### config.mk
export PLATFORM = sky130hd
export DESIGN_NAME = wm_bpsk_mod
export DESIGN_NICKNAME = d
export VERILOG_FILES = /design/src/rtl/wm_pkg.sv /design/src/rtl/wm_mod_ctr.sv /design/src/rtl/wm_seq_fsm.sv /design/src/rtl/wm_bpsk_mod.sv
export SDC_FILE = /design/constraint.sdc
export NUM_CORES = 1
export LEC_CHECK = 0
export ABC_AREA = 1
export BUFFER_PORTS_ARGS = -buffer_cell sky130_fd_sc_hd__buf_2
export CORE_MARGIN = 3
export CORE_UTILIZATION = 45
export DETAILED_ROUTE_END_ITERATION = 8
export GPL_TIMING_DRIVEN = 0
export PLACE_DENSITY_LB_ADDON = 0.12
export REMOVE_ABC_BUFFERS = 1
export SYNTH_ARGS = -nofsm -noshare
export SYNTH_HDL_FRONTEND = slang
export SYNTH_SLANG_ARGS = --single-unit
export TNS_END_PERCENT = 50
### constraint.sdc
create_clock -name clk -period 1.8 [get_ports clk]
set_clock_uncertainty 0.15 [all_clocks]
set_input_delay 0.27 -clock clk [delete_from_list [all_inputs] [get_ports clk]]
set_output_delay 0.27 -clock clk [all_outputs]
set_load 0.03 [all_outputs]
### src/rtl/wm_pkg.sv
package wm_pkg;
    typedef enum logic [1:0] {
        ST_IDLE  = 2'd0,
        ST_EMIT  = 2'd1,
        ST_DRAIN = 2'd2
    } wm_state_e;
endpackage

### src/rtl/wm_mod_ctr.sv
module wm_mod_ctr #(
    parameter int MOD = 10,
    parameter int W   = (MOD > 1) ? $clog2(MOD) : 1
) (
    input  logic         clk,
    input  logic         rst_n,
    input  logic         clr,
    input  logic         inc,
    output logic [W-1:0] cnt,
    output logic         last
);
    localparam logic [W-1:0] TOP = W'(MOD - 1);

    assign last = (cnt == TOP);

    always_ff @(posedge clk) begin
        if (!rst_n || clr) begin
            cnt <= '0;
        end else if (inc) begin
            cnt <= last ? '0 : cnt + 1'b1;
        end
    end
endmodule

### src/rtl/wm_seq_fsm.sv
module wm_seq_fsm
    import wm_pkg::*;
(
    input  logic      clk,
    input  logic      rst_n,
    input  logic      req,
    input  logic      bit_end,
    output logic      active,
    output logic      cnt_clr
);
    wm_state_e state_q, state_d;

    // state register
    always_ff @(posedge clk) begin
        if (!rst_n) state_q <= ST_IDLE;
        else        state_q <= state_d;
    end

    // transitions
    always_comb begin
        state_d = state_q;
        unique case (state_q)
            ST_IDLE:  if (req) state_d = ST_EMIT;
            ST_EMIT:  if (!req) state_d = bit_end ? ST_IDLE : ST_DRAIN;
            ST_DRAIN: if (bit_end) state_d = req ? ST_EMIT : ST_IDLE;
            default:  state_d = ST_IDLE;
        endcase
    end

    // outputs
    always_comb begin
        active  = 1'b0;
        cnt_clr = 1'b0;
        unique case (state_q)
            ST_IDLE: begin
                cnt_clr = 1'b1;
            end
            ST_EMIT, ST_DRAIN: begin
                active  = 1'b1;
                cnt_clr = bit_end && (state_d == ST_IDLE);
            end
            default: cnt_clr = 1'b1;
        endcase
    end
endmodule

### src/rtl/wm_bpsk_mod.sv
module wm_bpsk_mod #(
    parameter int SIG_W           = 8,
    parameter int CARRIER_DIV     = 10,
    parameter int PERIODS_PER_BIT = 32,
    parameter int IDX_W           = (SIG_W > 1) ? $clog2(SIG_W) : 1
) (
    input  logic             clk,
    input  logic             rst_n,
    input  logic             hold_req,
    input  logic [SIG_W-1:0] sig_word,
    output logic             shift_en,
    output logic             bit_strobe,
    output logic [IDX_W-1:0] bit_idx,
    output logic             busy
);
    localparam int PH_W = (CARRIER_DIV > 1) ? $clog2(CARRIER_DIV) : 1;
    localparam int PR_W = (PERIODS_PER_BIT > 1) ? $clog2(PERIODS_PER_BIT) : 1;
    localparam logic [PH_W-1:0] HALF = PH_W'(CARRIER_DIV / 2);

    logic            active, cnt_clr;
    logic [PH_W-1:0] phase;
    logic [PR_W-1:0] period;
    logic            phase_last, period_last, idx_last;
    logic            bit_end, cur_bit;

    assign bit_end = active && phase_last && period_last;

    wm_seq_fsm u_fsm (
        .clk     (clk),
        .rst_n   (rst_n),
        .req     (hold_req),
        .bit_end (bit_end),
        .active  (active),
        .cnt_clr (cnt_clr)
    );

    wm_mod_ctr #(.MOD(CARRIER_DIV), .W(PH_W)) u_phase (
        .clk (clk), .rst_n (rst_n), .clr (cnt_clr),
        .inc (active),
        .cnt (phase), .last (phase_last)
    );

    wm_mod_ctr #(.MOD(PERIODS_PER_BIT), .W(PR_W)) u_period (
        .clk (clk), .rst_n (rst_n), .clr (cnt_clr),
        .inc (active && phase_last),
        .cnt (period), .last (period_last)
    );

    wm_mod_ctr #(.MOD(SIG_W), .W(IDX_W)) u_index (
        .clk (clk), .rst_n (rst_n), .clr (cnt_clr),
        .inc (bit_end),
        .cnt (bit_idx), .last (idx_last)
    );

    assign cur_bit    = sig_word[bit_idx];
    assign shift_en   = active && ((phase < HALF) == cur_bit);
    assign bit_strobe = bit_end;
    assign busy       = active;
endmodule

==> results.py <==
metrics = {
    "timing": {
        "whs_ns": 0.0628,
        "tightest_slew_ns": 0.330,
        "finalCritPeriodShare_pct": 106,
        "rsz0062_at_grt": "true",
        "final-setup-viol-count": 14,
        "maxSlewHeadroom_pct": 78.0,
        "max_freq_ghz": 0.526,
        "hold_viol_final": 0,
        "min_period_ns": 1.90,
        "finalWorstSetupSlack_ns": -0.102,
        "slew_viol_final": 0,
        "fin_setup_tns_ns": -0.446,
    },
    "power": {
        "power_density_nw_per_um2": 558,
        "peakVddDrop_v": 0.000380,
        "p_leak_nw": 0.618,
    },
    "status": {
        "status": "finished, violations left",
        "violations": "setup timing",
    },
    "drt": {
        "wire_per_inst_microns": 11.6,
        "drtIter0Drc": 31,
        "ant_nets": 0,
        "drt-total-wl_microns": 2240,
        "vias_per_cell": 5.09,
        "drc": 0,
        "dr.pass1.iters": 4,
        "vias": 982,
    },
    "setup_path": {
        "critPathMaxFanout": 4,
        "crit_arrival_ns": 1.48,
        "crit_required_ns": 1.38,
        "startpoint_type": "register",
        "reg2reg_slack_ns": -0.03,
        "critical_path_class": "reg2out",
        "r2r_cells": 11,
        "endpoint_kind": "output port",
    },
    "run": {
        "cap_violations": 0,
    },
    "clocking": {
        "clkLatencyLatePin_ns": 0.29,
        "cts_buffers": 3,
        "path_clk_slew_ns": 0.09,
        "clockBufferDepth": 2,
        "clockRootBuffer": "clkbuf_4",
        "htreeDepth": 1,
        "cts_tree": "done",
        "ctsHoldBuffers": 0,
        "cts.sinks": 14,
    },
    "grt": {
        "antenna_found_initial": 0,
        "grt_pass1_vias": 805,
        "grt_max_degree": 9,
        "grtUsageTotal_pct": 18.2,
        "grt_pass1_wl_microns": 3480,
        "grt_overflow": 0,
    },
    "logic_synthesis": {
        "synth_cells": 131,
        "yosys.area.top_type": "dfxtp_1",
        "synth-seq-area-share_pct": 30.3,
        "netlist.area_leader.share_pct": 30.3,
        "avgSynthCellArea_sq_um": 7.06,
        "ys_top_cells_by_area": "dfxtp_1, ha_1, nand2_1",
        "syn_area_sq_um": 925,
        "synth_warnings": 0,
        "synth_cell_types": 22,
        "synth_seq_cells": 14,
    },
    "cells_and_area": {
        "final_common_cell": "nand2_1",
        "nFillCells": 148,
        "multi_input_area_sq_um": 683,
        "most-common-layout-cells": "nand2_1, buf_4, inv_1, nor2_2, buf_2",
        "area.growth.synth_to_final_pct": 45.7,
        "layout-drive-gt1-share_pct": 48.8,
        "fin_nets": 188,
        "regArea_sq_um": 290,
        "num_antenna_cells": 0,
    },
    "floorplan": {
        "io-pin-count": 17,
        "die-width_microns": 51.3,
        "dieArea_sq_um": 2630,
        "dieHeight_microns": 51.3,
        "rows": 15,
        "core_area_sq_um": 1840,
        "start_util_pct": 50.3,
    },
    "worst_hold_path": {
        "hold_path.class": "in2reg",
        "hold_depth": 3,
    },
    "place": {
        "port_buffers": 16,
        "dpl.hpwl_microns": 1260,
        "gp_congestion": 0.745,
        "place_ws_ns": -0.421,
    },
}
[synthesized netlist by cell type (all sizes together)]
cell type / n
o211ai: 1
mux2: 1
o21ai: 12
buf: 1
a31oi: 1
nand3: 5
a21boi: 2
a21oi: 4
nor3: 3
ha: 8
dfxtp: 14
nor2: 27
inv: 22
nand2: 27
nand4: 1
a22oi: 2
[worst max-delay path: stages, from the launching register on]
cell,delay [ns]
dfxtp_2,0.35
inv_2,0.05
ha_4,0.28
nand2_4,0.05
nor2_4,0.13
nand3_4,0.12
inv_4,0.09
buf_6,0.12
[state kept, by name (all words and copies together) (netlist names)]
name / count
u_fsm.state_q: 2
u_index.cnt: 3
u_period.cnt: 5
u_phase.cnt: 4
[per-stage QoR]
stage | instance area (sq um) | std cells | utilization, % | total power, W
after floorplan | 913 | 130 | - | 0.000410
after global placement | 1020 | 171 | 55.7 | 0.000439
after detailed placement | 1020 | 171 | 55.7 | 0.000442
after CTS | 1270 | 190 | 69.3 | 0.000740
after global routing | 1350 | 193 | 73.3 | 0.000787
final | 1350 | 193 | 73.3 | 0.000752
[timing repair]
action                     in CTS  in global routing
cloned                          1                  0
setup buffers                  14                  3
setup endpoints to repair      17                 14
pin swaps                      11                  8
resized for setup              33                 16
[layout make-up]
type	count	area share, %
multi-input cells	95	50.7
flip-flops and latches	14	21.5
repair buffers	33	16.1
inverters	22	6.69
clock buffers	4	2.69
well taps	25	2.32
[power by group]
part	total, W	switching, W	internal [W]
Sequential	0.000325	0.00000862	0.000316
Clock	0.000237	0.000114	0.000123
Combinational	0.000190	0.000107	0.0000828
Total	0.000752	0.000229	0.000523
[layer usage]
layer | global-route usage, % | vias up | part of all wire [%] | wire length (microns)
met5 | 0 | - | 0 | 0
met4 | 12.2 | 0 | 3.1 | 70
met3 | 3.79 | 7 | 5.4 | 120
met2 | 30.5 | 31 | 47 | 1050
met1 | 20.7 | 447 | 45 | 1000
li1 | - | 497 | - | -
[kinds of logic (layout without fill, tap and decap cells)]
logic type | Yosys count | after routing | share of synthesized area (%)
adder cells (fa/ha/maj) | 8 | 8 | 10.8
multiplexers | 1 | 1 | 1.22
flip-flops | 14 | 14 | 30.3
AO/OA/AOI/OAI | 22 | 22 | 13.8
AND/OR/NAND/NOR | 63 | 64 | 33.7
buffers and inverters | 23 | 59 | 10.1
[final timing paths]
kind,start,endpoint
worst min register to register,u_phase.cnt[0]$_SDFFE_PP0N_,u_phase.cnt[0]$_SDFFE_PP0N_
worst max-delay path,u_fsm.state_q[1]$_SDFF_PN0_,bit_strobe
worst max register to register,u_fsm.state_q[1]$_SDFF_PN0_,u_period.cnt[1]$_SDFFE_PP0N_
worst min-delay path,rst_n,u_fsm.state_q[1]$_SDFF_PN0_
Note: power is estimated with default switching activity, not from simulation.
